===== config.mk =====
export PLATFORM = sky130hd
export DESIGN_NAME = stby_sequencer
export DESIGN_NICKNAME = d
export VERILOG_FILES = /design/src/rtl/stby_sequencer.sv
export SDC_FILE = /design/constraint.sdc
export NUM_CORES = 1
export LEC_CHECK = 0
export ABC_AREA = 1
export BUFFER_PORTS_ARGS = -buffer_cell sky130_fd_sc_hd__buf_4
export CORE_UTILIZATION = 54
export CTS_CLUSTER_DIAMETER = 30
export DETAILED_ROUTE_END_ITERATION = 7
export GPL_TIMING_DRIVEN = 0
export PLACE_DENSITY = 0.77
export REMOVE_ABC_BUFFERS = 1
export SYNTH_ARGS = -nofsm -noshare
export SYNTH_HDL_FRONTEND = slang
export SYNTH_SLANG_ARGS = --single-unit

===== constraint.sdc =====
create_clock -name clk -period 2.5 [get_ports clk]
set_input_delay 0.25 -clock clk [delete_from_list [all_inputs] [get_ports clk]]
set_output_delay 0.25 -clock clk [all_outputs]
set_load 0.05 [all_outputs]

===== src/rtl/stby_sequencer.sv =====
module stby_sequencer #(
  parameter int               TMO_W   = 4,
  parameter logic [TMO_W-1:0] DEF_TMO = 10
) (
  input  logic             clk,
  input  logic             rst_n,
  input  logic             tick_i,
  input  logic             ready_i,
  input  logic             wake_i,
  input  logic             wdt_kick_i,
  input  logic             wdt_keep_i,
  input  logic [TMO_W-1:0] wdt_tmo_i,
  input  logic             flag_clr_i,
  output logic             stby_o,
  output logic             mute_o,
  output logic             wdt_flag_o
);

  typedef enum logic [1:0] {S_BOOT, S_RUN, S_MUTE, S_STBY} st_t;

  st_t              state;
  logic [TMO_W-1:0] cnt, limit;
  logic [TMO_W:0]   cnt_nx;
  logic [1:0]       up_ticks;
  logic             cnt_en, expire;

  assign cnt_nx = {1'b0, cnt} + 1'b1;
  assign cnt_en = (state == S_BOOT && !ready_i) ||
                  (state == S_RUN && ready_i && wdt_keep_i);
  assign expire = cnt_en && tick_i && !wdt_kick_i && (cnt_nx >= {1'b0, limit});

  assign stby_o = (state == S_STBY);
  assign mute_o = !(state == S_RUN && up_ticks == 2'd2);

  always_ff @(posedge clk or negedge rst_n) begin
    if (!rst_n) begin
      state      <= S_BOOT;
      cnt        <= '0;
      limit      <= DEF_TMO;
      up_ticks   <= '0;
      wdt_flag_o <= 1'b0;
    end else begin
      if (expire)          wdt_flag_o <= 1'b1;
      else if (flag_clr_i) wdt_flag_o <= 1'b0;

      if (wdt_kick_i)               cnt <= '0;
      else if (cnt_en && tick_i)    cnt <= cnt_nx[TMO_W-1:0];

      unique case (state)
        S_BOOT: begin
          if (ready_i) begin
            state    <= S_RUN;
            cnt      <= '0;
            up_ticks <= '0;
          end else if (expire) begin
            state <= S_STBY;
          end
        end
        S_RUN: begin
          if (!ready_i || expire) state <= S_MUTE;
          else if (tick_i && up_ticks != 2'd2) up_ticks <= up_ticks + 2'd1;
        end
        S_MUTE: begin
          if (tick_i) state <= S_STBY;
        end
        S_STBY: begin
          if (wake_i) begin
            state <= S_BOOT;
            cnt   <= '0;
            limit <= (wdt_tmo_i == '0) ? DEF_TMO : wdt_tmo_i;
          end
        end
        default: state <= S_BOOT;
      endcase
    end
  end

endmodule


Yosys cells after proc, flatten, opt, wreduce, memory -nomap -nowiden
Cells that the tools add are included.

Input bits: 12. Register bits: 13.

$add $sub $neg: 2. $lt $le $gt $ge: 1. Reductions and logical operators: 20. Mux-type cells: 18. Equality and inequality tests: 12.

Operators with widths (count): 2-to-1 mux 4 bit (5); 2-to-1 mux 2 bit (8); != test 2 bit, second input constant (5); logical AND 1 bit (8); one-hot mux 2 bit (4 select lines) (1); one-hot mux 4 bit (2 select lines) (1); AND reduction 4 bit (2); equality test 2 bit, second input constant (3); adder 4 x 1 -> 5 bit, second input constant (1); greater-or-equal comparator 5 x 4 -> 1 bit (1); zero test 4 bit (1); != test 2 x 1 -> 1 bit, second input constant (2); one-hot mux 2 bit (2 select lines) (1); nonzero test 2 bit (2); zero test 1 bit (3); != test 3 bit, second input constant (1); adder 2 x 1 -> 2 bit, second input constant (1); equality test 2 x 1 -> 1 bit, second input constant (1); zero test 2 bit (1); logical OR 1 bit (2); 2-to-1 mux 1 bit (2); AND reduction 2 bit (1).

Longest topological paths before layout
Word-level depth: 10. Gate-level depth with buffers: 15. Mapped depth without buffers: 15.

Worst setup path after synthesis
No wires, ideal clock.

Path type: register to register. Start: register cnt[0]. End: register up_ticks[0]. Setup slack: 692 ps. Arrival: 1692 ps. Cell stages (with the launch flop): 14. Path through: dfrtp_1 ha_1 xor2_1 ha_1 a21oi_1 nand2_1 nand2_1 nand2_1 nand2_2 nand3_1 nand2_1 nand2_2 nand2_1 nand2_1.

Word-level cells in the longest chain between the ends: 6.

Ends and longest elaborated chain: from (decl) (RTL line 22) `logic [TMO_W-1:0] cnt, limit;`; from (signal assigned) (RTL line 47) `else if (cnt_en && tick_i) cnt <= cnt_nx[TMO_W-1:0];`; adder 4 x 1 -> 5 bit (RTL line 27) `assign cnt_nx = {1'b0, cnt} + 1'b1;`; greater-or-equal comparator 5 x 4 -> 1 bit (RTL line 30) `assign expire = cnt_en && tick_i && !wdt_kick_i && (cnt_nx >= {1'b0, limit});`; logical AND 1 bit (RTL line 30); logical OR 1 bit (RTL line 60) `if (!ready_i || expire) state <= S_MUTE;`; != test 2 bit (no line); AND reduction 4 bit (no line); to (signal assigned) (RTL line 61) `else if (tick_i && up_ticks != 2'd2) up_ticks <= up_ticks + 2'd1;`; to (decl) (RTL line 24) `logic [1:0] up_ticks;`.

Every way passes these cells. A chain may end at the register's enable or synchronous reset.

Final worst setup path
Same ends and word-level chain as after synthesis.

==> metrics.yaml <==
cts_tree: "done"
drt_pass1_iterations: 4
cp_max_fo: 5
ioPinCount: 15
crit_chain: "ha_1 > xor2_1 > ha_1 > a21oi_1 > nand2_1 > nand2_1 > nand2_1 > nand2_2 > nand3_1 > nand2_1 > nand2_2 > nand2_1 > nand2_1"
synthTopCellsByArea: "dfrtp_1, ha_1, inv_1, nand2_1, dfstp_2"
cp_data_required_time_ps: 2680
ys_seq_elements: 13
peakVddDrop_mv: 0.576
synth_xor_area_share_pct: 1.97
place_congestion: 0.759
cp_top_family: "simple AND/OR/NAND/NOR gates"
diodes: 0
cts_buffers: 3
nets: 163
reg2reg_from: "cnt[0]"
synth_simple_gate_area_share_pct: 27.6
fin_crit_ps: 1970
post-cts-setup-buffers: 0
syn-cell-area_um2: 890
rr_worst_depth: 13
status: "complete, no violations"
instances_no_fill: 155
drt_iter0_drc: 5
mostFrequentLayoutCell: "inv_1"
dp_hpwl_um: 1300
die_h_um: 42.6
hold_viol_final: 0
synth_cells: 120
holdCritPathClass: "primary input to flop"
die_w_um: 42.6
r2r_end: "up_ticks[0]"
critPathArrivalTime_ps: 2150
min_path_cells: 2
synthDistinctLibCells: 19
cts-root-buf: "clkbuf_4"
drcViolationCount: 0
power.density_nw_per_um2: 969
initial_core_util_pct: 58.4
rsz0062_at_grt: "no"
viasPerCell: 4.95
setup_ws_ps: 528
maxCapViolations: 0
htree_levels: 1
antenna_found_initial: 0
synth_area_leader_cell: "dfrtp_1"
synth-compound-area-share_pct: 7.17
clock-sinks: 13
clk_path_buf_depth: 2
ys_warn_count: 0
p_leak_nw: 0.624
coreArea_um2: 1520
synth_top_area_share_pct: 30.9
io_buffers: 14
synth_mux_area_share_pct: 0
ant_nets: 0
clk_latency_ps: 280
path_buf_inv: 0
slew_viol_final: 0
synth_seq_area_share_pct: 36.8
place_inst: 150
r2r_slack_ps: 530
layout_common_cells: "inv_1, nand2_1, nor2_1, buf_4"
synth_fa_ha_area_share_pct: 15.5
num_rows: 14
wl_um: 1600
path_class: "flop to flop"
finalCritPeriodShare_pct: 78.9
end_kind: "flop"
max_slew_margin_pct: 62.0
grt_use_total_pct: 21.3
setup_tns_ps: 0
worstHoldStart: "flag_clr_i"
vias: 767
worstMarginPinSlew_ps: 565
synth_top_family_by_area: "simple AND/OR/NAND/NOR gates"
drive_gt1_share_pct: 16.5
post_drt_wl_per_cell_um: 10.3
grt_max_degree: 14
finClkSkew_ps: 1.95
hold_end: "wdt_flag_o"
globalRoute.totalOverflow: 0
start_kind: "flop"
grt_pass1_wl_um: 2870
slowest_delay_ps: 430
synthToLayoutAreaGrowth_pct: 18.1
dieArea_um2: 1810
syn_avg_cell_area_um2: 7.41
crit_slowest_cell: "dfrtp_1"
path_clk_slew_ps: 80
grt_pass1_vias: 711
crit_top_cell: "nand2_1"
dpl_worst_slack_ps: 551
setup_viol: 0
finalPower_w: 0.00102
fmax_mhz: 507
-- flip-flops by register name, summed over array words and instances, names as in the netlist --
signal and count:
up_ticks 2, limit 4, wdt_flag_o 1, state 2, cnt 4
-- cell type report --
| cell class | instances | area [µm²] |
|---|---|---|
| tap | 16 | 20.0 |
| fill | 136 | 473 |
| inverter | 26 | 97.6 |
| timing repair buffer | 15 | 115 |
| sequential | 13 | 328 |
| multi-input combinational | 81 | 464 |
| clock buffer | 4 | 26.3 |
-- per-layer routing --
metal  vias up  GRT usage (%)  wire length (µm)
met5         -              0                 0
met4         0           9.38                32
met3         4           4.31                52
met2        12           36.0               724
met1       337           26.1               791
li1        414              -                 -
-- where the power goes --
group          leakage [nW]  switching [W]  internal (W)  total, W
clock network        0.0150      0.0000717     0.0000620  0.000134
registers             0.167      0.0000554      0.000291  0.000347
logic                 0.443       0.000332      0.000206  0.000538
-- worst reg2reg max path: stages, from the launching register on --
cell     delay, ps
dfrtp_1        430
ha_1           240
xor2_1         190
ha_1           280
a21oi_1        130
nand2_1         60
nand2_1         50
nand2_1         70
nand2_2         90
nand3_1         70
nand2_1        110
nand2_2         60
nand2_1         60
nand2_1         40
-- synth_stat cells --
library cell	number
inv_1	26
nand2_1	25
nor2_1	14
dfrtp_1	11
ha_1	11
nand3_1	8
o21ai_0	4
nand2_2	3
nand4_1	3
nor3_1	3
a21oi_1	2
a31oi_1	2
dfstp_2	2
nor2_2	1
o21a_1	1
o22ai_1	1
o31ai_1	1
xnor2_1	1
xor2_1	1
-- worst max-delay path by stage --
stage	to	start	cells past startpoint	slack (ps)
3_3_place_gp	up_ticks[1]	cnt[0]	13	560
3_5_place_dp	up_ticks[0]	cnt[0]	15	550
5_1_grt	up_ticks[1]	cnt[0]	13	230
4_1_cts	up_ticks[0]	cnt[0]	15	530
6_report	up_ticks[0]	cnt[0]	13	530
2_1_floorplan	up_ticks[0]	cnt[0]	13	690
-- timing repair --
item / 4_1_cts / 5_1_grt
hold buffers: 1 / 0
endpoints found under the hold margin: 11 / 0
resized for setup: 0 / 0
-- metrics by stage --
stage                     util [%]  hold slack, ps  cell area [µm²]
final                         69.0             146             1050
after global routing          69.0             129             1050
after CTS                     69.0             140             1050
after detailed placement      66.6             104             1010
after global placement        66.6             103             1010
after floorplan                  -           -45.6              890
-- kinds of logic after synthesis --
group           count (synthesis)
simple gates                   57
buf+inv                        26
flops                          13
compound gates                 11
fa+ha+maj                      11
xor+xnor                        2
No activity file was read; power rests on OpenSTA's default activity.
